`src/rtl/kwdt_pkg.sv`:
```
package kwdt_pkg;

   // Low two bits of the word address select the view of a register
   typedef enum logic [1:0] {
      VIEW_PLAIN = 2'd0,
      VIEW_SET   = 2'd1,
      VIEW_CLR   = 2'd2,
      VIEW_NONE  = 2'd3
   } view_e;

   // Upper address bits select the register
   localparam int unsigned REG_CTRL = 0;
   localparam int unsigned REG_STAT = 1;

   // Fixed bit positions of the control and status words
   localparam int unsigned CTRL_ON_BIT   = 15;
   localparam int unsigned CTRL_PS_LSB   = 8;
   localparam int unsigned CTRL_SEL_LSB  = 6;
   localparam int unsigned CTRL_WIN_BIT  = 0;
   localparam int unsigned STAT_IDLE_BIT = 2;

   localparam logic [3:0] KEY_LANES = 4'b1100;

endpackage

```
`src/rtl/kwdt_count.sv`:
```
module kwdt_count #(
   parameter int unsigned PRESCALE = 32,
   parameter int unsigned PS_W     = 5,
   parameter int unsigned CNT_W    = 31
) (
   input  logic            clk,
   input  logic            rst_n,
   input  logic            run,
   input  logic            restart,
   input  logic [PS_W-1:0] ps,
   output logic            term_hit,
   output logic            fire_q
);

   localparam int unsigned PRE_W = (PRESCALE > 1) ? $clog2(PRESCALE) : 1;

   logic             tick;
   logic [CNT_W-1:0] cnt_q;
   logic [CNT_W-1:0] limit;
   logic             at_limit;

   generate
      if (PRESCALE > 1) begin : g_pre
         logic [PRE_W-1:0] pre_q;
         assign tick = run && (pre_q == PRE_W'(PRESCALE - 1));
         always_ff @(posedge clk or negedge rst_n) begin
            if (!rst_n)
               pre_q <= '0;
            else if (!run || restart)
               pre_q <= '0;
            else if (tick)
               pre_q <= '0;
            else
               pre_q <= pre_q + 1'b1;
         end
      end else begin : g_nopre
         assign tick = run;
      end
   endgenerate

   assign limit    = CNT_W'((64'd1 << ps) - 64'd1);
   assign at_limit = (cnt_q == limit);
   assign term_hit = run && !restart && tick && at_limit;

   always_ff @(posedge clk or negedge rst_n) begin
      if (!rst_n)
         cnt_q <= '0;
      else if (!run || restart)
         cnt_q <= '0;
      else if (tick)
         cnt_q <= at_limit ? '0 : cnt_q + 1'b1;
   end

   always_ff @(posedge clk or negedge rst_n) begin
      if (!rst_n)
         fire_q <= 1'b0;
      else
         fire_q <= term_hit;
   end

endmodule

```
`src/rtl/kwdt_regs.sv`:
```
module kwdt_regs
   import kwdt_pkg::*;
#(
   parameter int unsigned ADDR_W = 3,
   parameter int unsigned PS_W   = 5,
   parameter logic [15:0] KEY    = 16'h5743
) (
   input  logic              clk,
   input  logic              rst_n,
   input  logic              cfg_win_en,
   input  logic [PS_W-1:0]   cfg_post,
   input  logic [1:0]        cfg_clk_sel,
   input  logic              sys_idle,
   input  logic              sys_sleep,
   input  logic              bus_valid,
   input  logic              bus_write,
   input  logic [ADDR_W-1:0] bus_addr,
   input  logic [3:0]        bus_be,
   input  logic [31:0]       bus_wdata,
   output logic [31:0]       bus_rdata,
   input  logic              term_hit,
   output logic              on_q,
   output logic              lock_q,
   output logic              key_hit,
   output logic [2:0]        flags_q,
   output logic [2:0]        flag_clr
);

   logic        acc_ok;
   logic        wr_ok;
   logic        is_ctrl;
   logic        is_stat;
   view_e       view;
   logic        set_hit;
   logic        clr_hit;
   logic [31:0] ctrl_word;
   logic [31:0] stat_word;
   logic        unused_wdata;

   assign unused_wdata = ^{bus_wdata[14:5], bus_wdata[1:0]};

   assign acc_ok  = bus_valid && !lock_q;
   assign wr_ok   = acc_ok && bus_write;
   assign is_ctrl = (bus_addr[ADDR_W-1:2] == (ADDR_W-2)'(REG_CTRL));
   assign is_stat = (bus_addr[ADDR_W-1:2] == (ADDR_W-2)'(REG_STAT));
   assign view    = view_e'(bus_addr[1:0]);

   assign set_hit = wr_ok && is_ctrl && (view == VIEW_SET) &&
                    bus_be[1] && bus_wdata[CTRL_ON_BIT];
   assign clr_hit = wr_ok && is_ctrl && (view == VIEW_CLR) &&
                    bus_be[1] && bus_wdata[CTRL_ON_BIT];
   assign key_hit = wr_ok && is_ctrl && (view == VIEW_PLAIN) &&
                    (bus_be == KEY_LANES) && (bus_wdata[31:16] == KEY);

   assign flag_clr = (wr_ok && is_stat && (view == VIEW_CLR) && bus_be[0]) ?
                     bus_wdata[STAT_IDLE_BIT +: 3] : 3'b000;

   always_ff @(posedge clk or negedge rst_n) begin
      if (!rst_n) begin
         on_q   <= 1'b0;
         lock_q <= 1'b0;
      end else begin
         if (set_hit)
            on_q <= 1'b1;
         else if (clr_hit)
            on_q <= 1'b0;
         lock_q <= on_q && clr_hit;
      end
   end

   // flags_q = {timeout, sleep-timeout, idle-timeout}; a timeout wins over a clear
   always_ff @(posedge clk or negedge rst_n) begin
      if (!rst_n)
         flags_q <= 3'b000;
      else
         flags_q <= (flags_q & ~flag_clr) |
                    (term_hit ? {1'b1, sys_sleep, sys_idle} : 3'b000);
   end

   always_comb begin
      ctrl_word                        = '0;
      ctrl_word[CTRL_ON_BIT]           = on_q;
      ctrl_word[CTRL_PS_LSB +: PS_W]   = cfg_post;
      ctrl_word[CTRL_SEL_LSB +: 2]     = cfg_clk_sel;
      ctrl_word[CTRL_WIN_BIT]          = cfg_win_en;
      stat_word                        = '0;
      stat_word[STAT_IDLE_BIT +: 3]    = flags_q;
   end

   always_comb begin
      bus_rdata = '0;
      if (acc_ok && !bus_write && (view != VIEW_NONE)) begin
         if (is_ctrl)
            bus_rdata = ctrl_word;
         else if (is_stat)
            bus_rdata = stat_word;
      end
   end

endmodule

```
`src/rtl/kwdt_top.sv`:
```
module kwdt_top #(
   parameter int unsigned ADDR_W   = 3,
   parameter int unsigned PS_W     = 5,
   parameter int unsigned PRESCALE = 32,
   parameter logic [15:0] KEY      = 16'h5743
) (
   input  logic              clk,
   input  logic              rst_n,
   input  logic              cfg_win_en,
   input  logic [PS_W-1:0]   cfg_post,
   input  logic [1:0]        cfg_clk_sel,
   input  logic              sys_idle,
   input  logic              sys_sleep,
   input  logic              bus_valid,
   input  logic              bus_write,
   input  logic [ADDR_W-1:0] bus_addr,
   input  logic [3:0]        bus_be,
   input  logic [31:0]       bus_wdata,
   output logic [31:0]       bus_rdata,
   output logic              wdt_reset_req
);

   // Counter must hold 2^(2^PS_W - 1) - 1
   localparam int unsigned CNT_W = (1 << PS_W) - 1;

   generate
      if (PS_W < 1 || PS_W > 5) begin : g_bad_ps
         $error("kwdt_top: PS_W must lie in 1..5 to fit control bits 12:8");
      end
      if (ADDR_W < 3) begin : g_bad_addr
         $error("kwdt_top: ADDR_W must be at least 3");
      end
      if (PRESCALE == 0 || (PRESCALE & (PRESCALE - 1)) != 0) begin : g_bad_pre
         $error("kwdt_top: PRESCALE must be a power of two");
      end
   endgenerate

   logic       on_q;
   logic       lock_q;
   logic       key_hit;
   logic       term_hit;
   logic [2:0] flags_q;
   logic [2:0] flag_clr;

   kwdt_regs #(
      .ADDR_W (ADDR_W),
      .PS_W   (PS_W),
      .KEY    (KEY)
   ) u_regs (
      .clk         (clk),
      .rst_n       (rst_n),
      .cfg_win_en  (cfg_win_en),
      .cfg_post    (cfg_post),
      .cfg_clk_sel (cfg_clk_sel),
      .sys_idle    (sys_idle),
      .sys_sleep   (sys_sleep),
      .bus_valid   (bus_valid),
      .bus_write   (bus_write),
      .bus_addr    (bus_addr),
      .bus_be      (bus_be),
      .bus_wdata   (bus_wdata),
      .bus_rdata   (bus_rdata),
      .term_hit    (term_hit),
      .on_q        (on_q),
      .lock_q      (lock_q),
      .key_hit     (key_hit),
      .flags_q     (flags_q),
      .flag_clr    (flag_clr)
   );

   kwdt_count #(
      .PRESCALE (PRESCALE),
      .PS_W     (PS_W),
      .CNT_W    (CNT_W)
   ) u_count (
      .clk      (clk),
      .rst_n    (rst_n),
      .run      (on_q),
      .restart  (key_hit),
      .ps       (cfg_post),
      .term_hit (term_hit),
      .fire_q   (wdt_reset_req)
   );

endmodule

```
`config.mk`:
```
export PLATFORM = sky130hd
export DESIGN_NAME = kwdt_top
export DESIGN_NICKNAME = d
export VERILOG_FILES = /design/src/rtl/kwdt_pkg.sv /design/src/rtl/kwdt_count.sv /design/src/rtl/kwdt_regs.sv /design/src/rtl/kwdt_top.sv
export SDC_FILE = /design/constraint.sdc
export NUM_CORES = 1
export LEC_CHECK = 0
export BUFFER_PORTS_ARGS = -buffer_cell sky130_fd_sc_hd__buf_4
export CAP_MARGIN = 30
export CORE_MARGIN = 8
export CORE_UTILIZATION = 60
export CTS_BUF_LIST = sky130_fd_sc_hd__clkbuf_16
export CTS_CLUSTER_DIAMETER = 50
export CTS_CLUSTER_SIZE = 24
export DETAILED_ROUTE_END_ITERATION = 7
export GPL_ROUTABILITY_DRIVEN = 0
export MAX_ROUTING_LAYER = met4
export PLACE_DENSITY = 0.87
export SYNTH_ARGS = -nofsm -noshare
export SYNTH_HDL_FRONTEND = slang
export SYNTH_SLANG_ARGS = --single-unit
```
`constraint.sdc`:
```
create_clock -name clk -period 5.75 [get_ports clk]
set_clock_uncertainty 0.05 [all_clocks]
set_input_delay 0.8625 -clock clk [delete_from_list [all_inputs] [get_ports clk]]
set_output_delay 0.8625 -clock clk [all_outputs]
set_load 0.03 [all_outputs]
```
==> results.py <==
metrics = {
    "layout": {
        "final_layout_size_suffix_gt1_frac": 0.146,
        "fin_util": 0.684,
        "fin_nets": 582,
        "fillers": 498,
        "diodes": 0,
        "areaGrowthSynthToFinish_pct": 10.9,
        "final_cell_mix": "buf_4, nand2_1, dfrtp_1",
        "fin_cells": 603,
        "layout_commonest_cell": "buf_4",
    },
    "yosys": {
        "synth_cell_types": 74,
        "syn-instance-count": 505,
        "synth_edf_count": 0,
        "synthArstFlopShare": 1.00,
        "yosys_warnings": 0,
        "ys_ff_latch": 42,
        "ys.flop_type": "dfrtp_1",
        "ys_seq_area_frac": 0.270,
        "syn_area_mm2": 0.00389,
        "syn_avg_cell_area_um2": 7.71,
    },
    "setup_path": {
        "worstPathArrival_ns": 4.64,
        "endpoint_kind": "register",
        "worst_r2r_path_depth": 7,
        "reg2reg_from": "u_count.cnt_q[10]",
        "crit_path_start": "cfg_post[3]",
        "cp.required_ns": 5.83,
        "crit_type": "in2reg",
        "cp-start-kind": "input pin",
        "crit_fanout": 37,
    },
    "route": {
        "drtPass1Iterations": 5,
        "drt_iter0_markers": 642,
        "ant_nets": 0,
        "vias_per_cell": 6.77,
        "drt_drc_violations_left": 0,
        "wl_um": 11100,
        "vias": 4084,
        "routedWlPerCell_um": 18.4,
    },
    "global_routing": {
        "antenna_found_initial": 0,
        "grtUsageTotal": 0.256,
        "overflow": 0,
        "grt_pass1_vias": 3840,
        "grt_start_max_net_pins": 55,
        "grt_pass1_wl_um": 18800,
    },
    "timing": {
        "fmax_ghz": 0.219,
        "tightestPinTransition_ns": 0.767,
        "min_period_over_period": 0.792,
        "drv_slew": 0,
        "finalWorstSetupSlack_ns": 1.19,
        "hold_violations": 0,
        "fin_setup_tns_ns": 0,
        "setup_viol": 0,
        "rsz0062_at_grt": "no",
        "max_slew_margin": 0.485,
        "fin_hold_ws_ns": 0.418,
        "fin_crit_ns": 4.56,
    },
    "place": {
        "dp_hpwl_um": 7650,
        "dpl.cell_count": 595,
        "port_buffers": 53,
        "post-place-ws_ns": 1.00,
    },
    "die": {
        "start_util": 0.617,
        "boundaryPins": 86,
        "die_y_um": 96.6,
        "num_rows": 29,
        "core_mm2": 0.00631,
        "die_x_um": 96.6,
        "die_area_mm2": 0.00932,
    },
    "power_and_ir_drop": {
        "powerDensity_mw_per_mm2": 203,
        "p_leak_nw": 1.74,
        "ir_worst_vdd_mv": 0.145,
    },
    "clocking": {
        "hold_buffers": 0,
        "ctsResizeCount": 0,
        "cts.sinks": 42,
        "htreeDepth": 2,
        "clock_path_buffers": 2,
        "cts_tree": "built",
        "post_cts_buffers": 0,
        "cts-buffers-inserted": 5,
        "cts_root_buf": "clkbuf_16",
        "clk_latency_ns": 0.28,
        "clk_pin_slew_ns": 0.06,
    },
    "hold_path": {
        "hold_start": "u_count.g_pre.pre_q[0]",
        "min_path_cells": 1,
        "hp-class": "reg2reg",
    },
    "flow_run": {
        "drv_cap": 0,
    },
    "run_status": {
        "status": "finished, final reports clean",
    },
}
## metal layers
metal  share of wire  track usage  vias to the layer above
met5               0            -                        -
met4           0.019       0.0895                        0
met3            0.10       0.0440                       33
met2            0.48        0.388                      273
met1            0.40        0.337                     1885
li1                -            -                     1893
## metrics by stage
step                total power (W)  area [um2]
detailed placement         0.000558        4150
CTS                        0.000879        4320
global placement           0.000549        4150
finish                     0.000878        4320
global route               0.000924        4320
floorplan                  0.000506        3970
## path summary, 6_finish.rpt
| check | endpoint | slack (ns) |
|---|---|---|
| hold / removal | u_count.g_pre.pre_q[0] | 0.42 |
| setup reg to reg | u_count.cnt_q[21] | 2.65 |
| max in group asynchronous | u_count.cnt_q[8] | 4.76 |
| hold reg to reg | u_count.g_pre.pre_q[0] | 0.42 |
| setup / recovery | u_count.cnt_q[21] | 1.19 |
| min in group asynchronous | u_count.g_pre.pre_q[2] | 0.52 |
## power by group
group          switching, W  leakage, nW  internal, W  total (W)
Combinational      0.000132         1.08    0.0000829   0.000214
Clock              0.000117       0.0836     0.000203   0.000321
Sequential        0.0000221        0.571     0.000321   0.000343
## cell type report
type | instances | area (um2) | area share
clock buffers | 5 | 125 | 0.0290
clock inverters | 3 | 40.0 | 0.00928
inverters | 19 | 71.3 | 0.0165
multi-input cells | 400 | 2500 | 0.580
flip-flops and latches | 42 | 1050 | 0.243
well taps | 77 | 96.3 | 0.0223
repair buffers | 57 | 428 | 0.0991
## cells by family (layout without fill, tap and decap cells)
| logic type | Yosys count | count (layout) | share of synthesized area |
|---|---|---|---|
| other | 1 | 20 | 0.000963 |
| AOI/OAI and AO/OA | 119 | 119 | 0.220 |
| and+or+nand+nor | 235 | 235 | 0.336 |
| adders and majority gates | 4 | 4 | 0.0129 |
| xor gates and xnor gates | 18 | 18 | 0.0440 |
| buffers and inverters | 82 | 84 | 0.106 |
| DFF | 42 | 42 | 0.270 |
| muxes | 4 | 4 | 0.0103 |
## synth_stat cells, types with 11 or more instances
cell / count / area, um2
nor3_1: 17 / 85.1
a31oi_1: 11 / 68.8
buf_2: 18 / 90.1
nand3_1: 33 / 165
xnor2_1: 11 / 96.3
nand2_1: 53 / 199
dfrtp_1: 42 / 1050
and2_1: 15 / 93.8
clkbuf_1: 20 / 75.1
nor2_1: 27 / 101
o21ai_0: 16 / 80.1
nand4_1: 16 / 100
inv_1: 19 / 71.3
buf_4: 20 / 150
a21oi_1: 14 / 70.1
## flip-flops by register name, summed over array words and instances, names as in the netlist
signal	cells
u_regs.lock_q	1
u_regs.on_q	1
u_count.g_pre.pre_q	5
u_count.cnt_q	31
u_regs.flags_q	3
u_count.fire_q	1
## critical path, cell delays in order
cell      delay (ns)
buf_4           0.22
nor3_1          0.68
nand3b_1        0.16
ha_1            0.43
or3_1           0.39
a211oi_1        0.26
o21ai_0         0.15
a21o_1          0.20
and4bb_2        0.29
nand3_2         0.28
nand2_2         0.50
o311ai_0        0.20
Note: power is estimated with default switching activity, not from simulation.
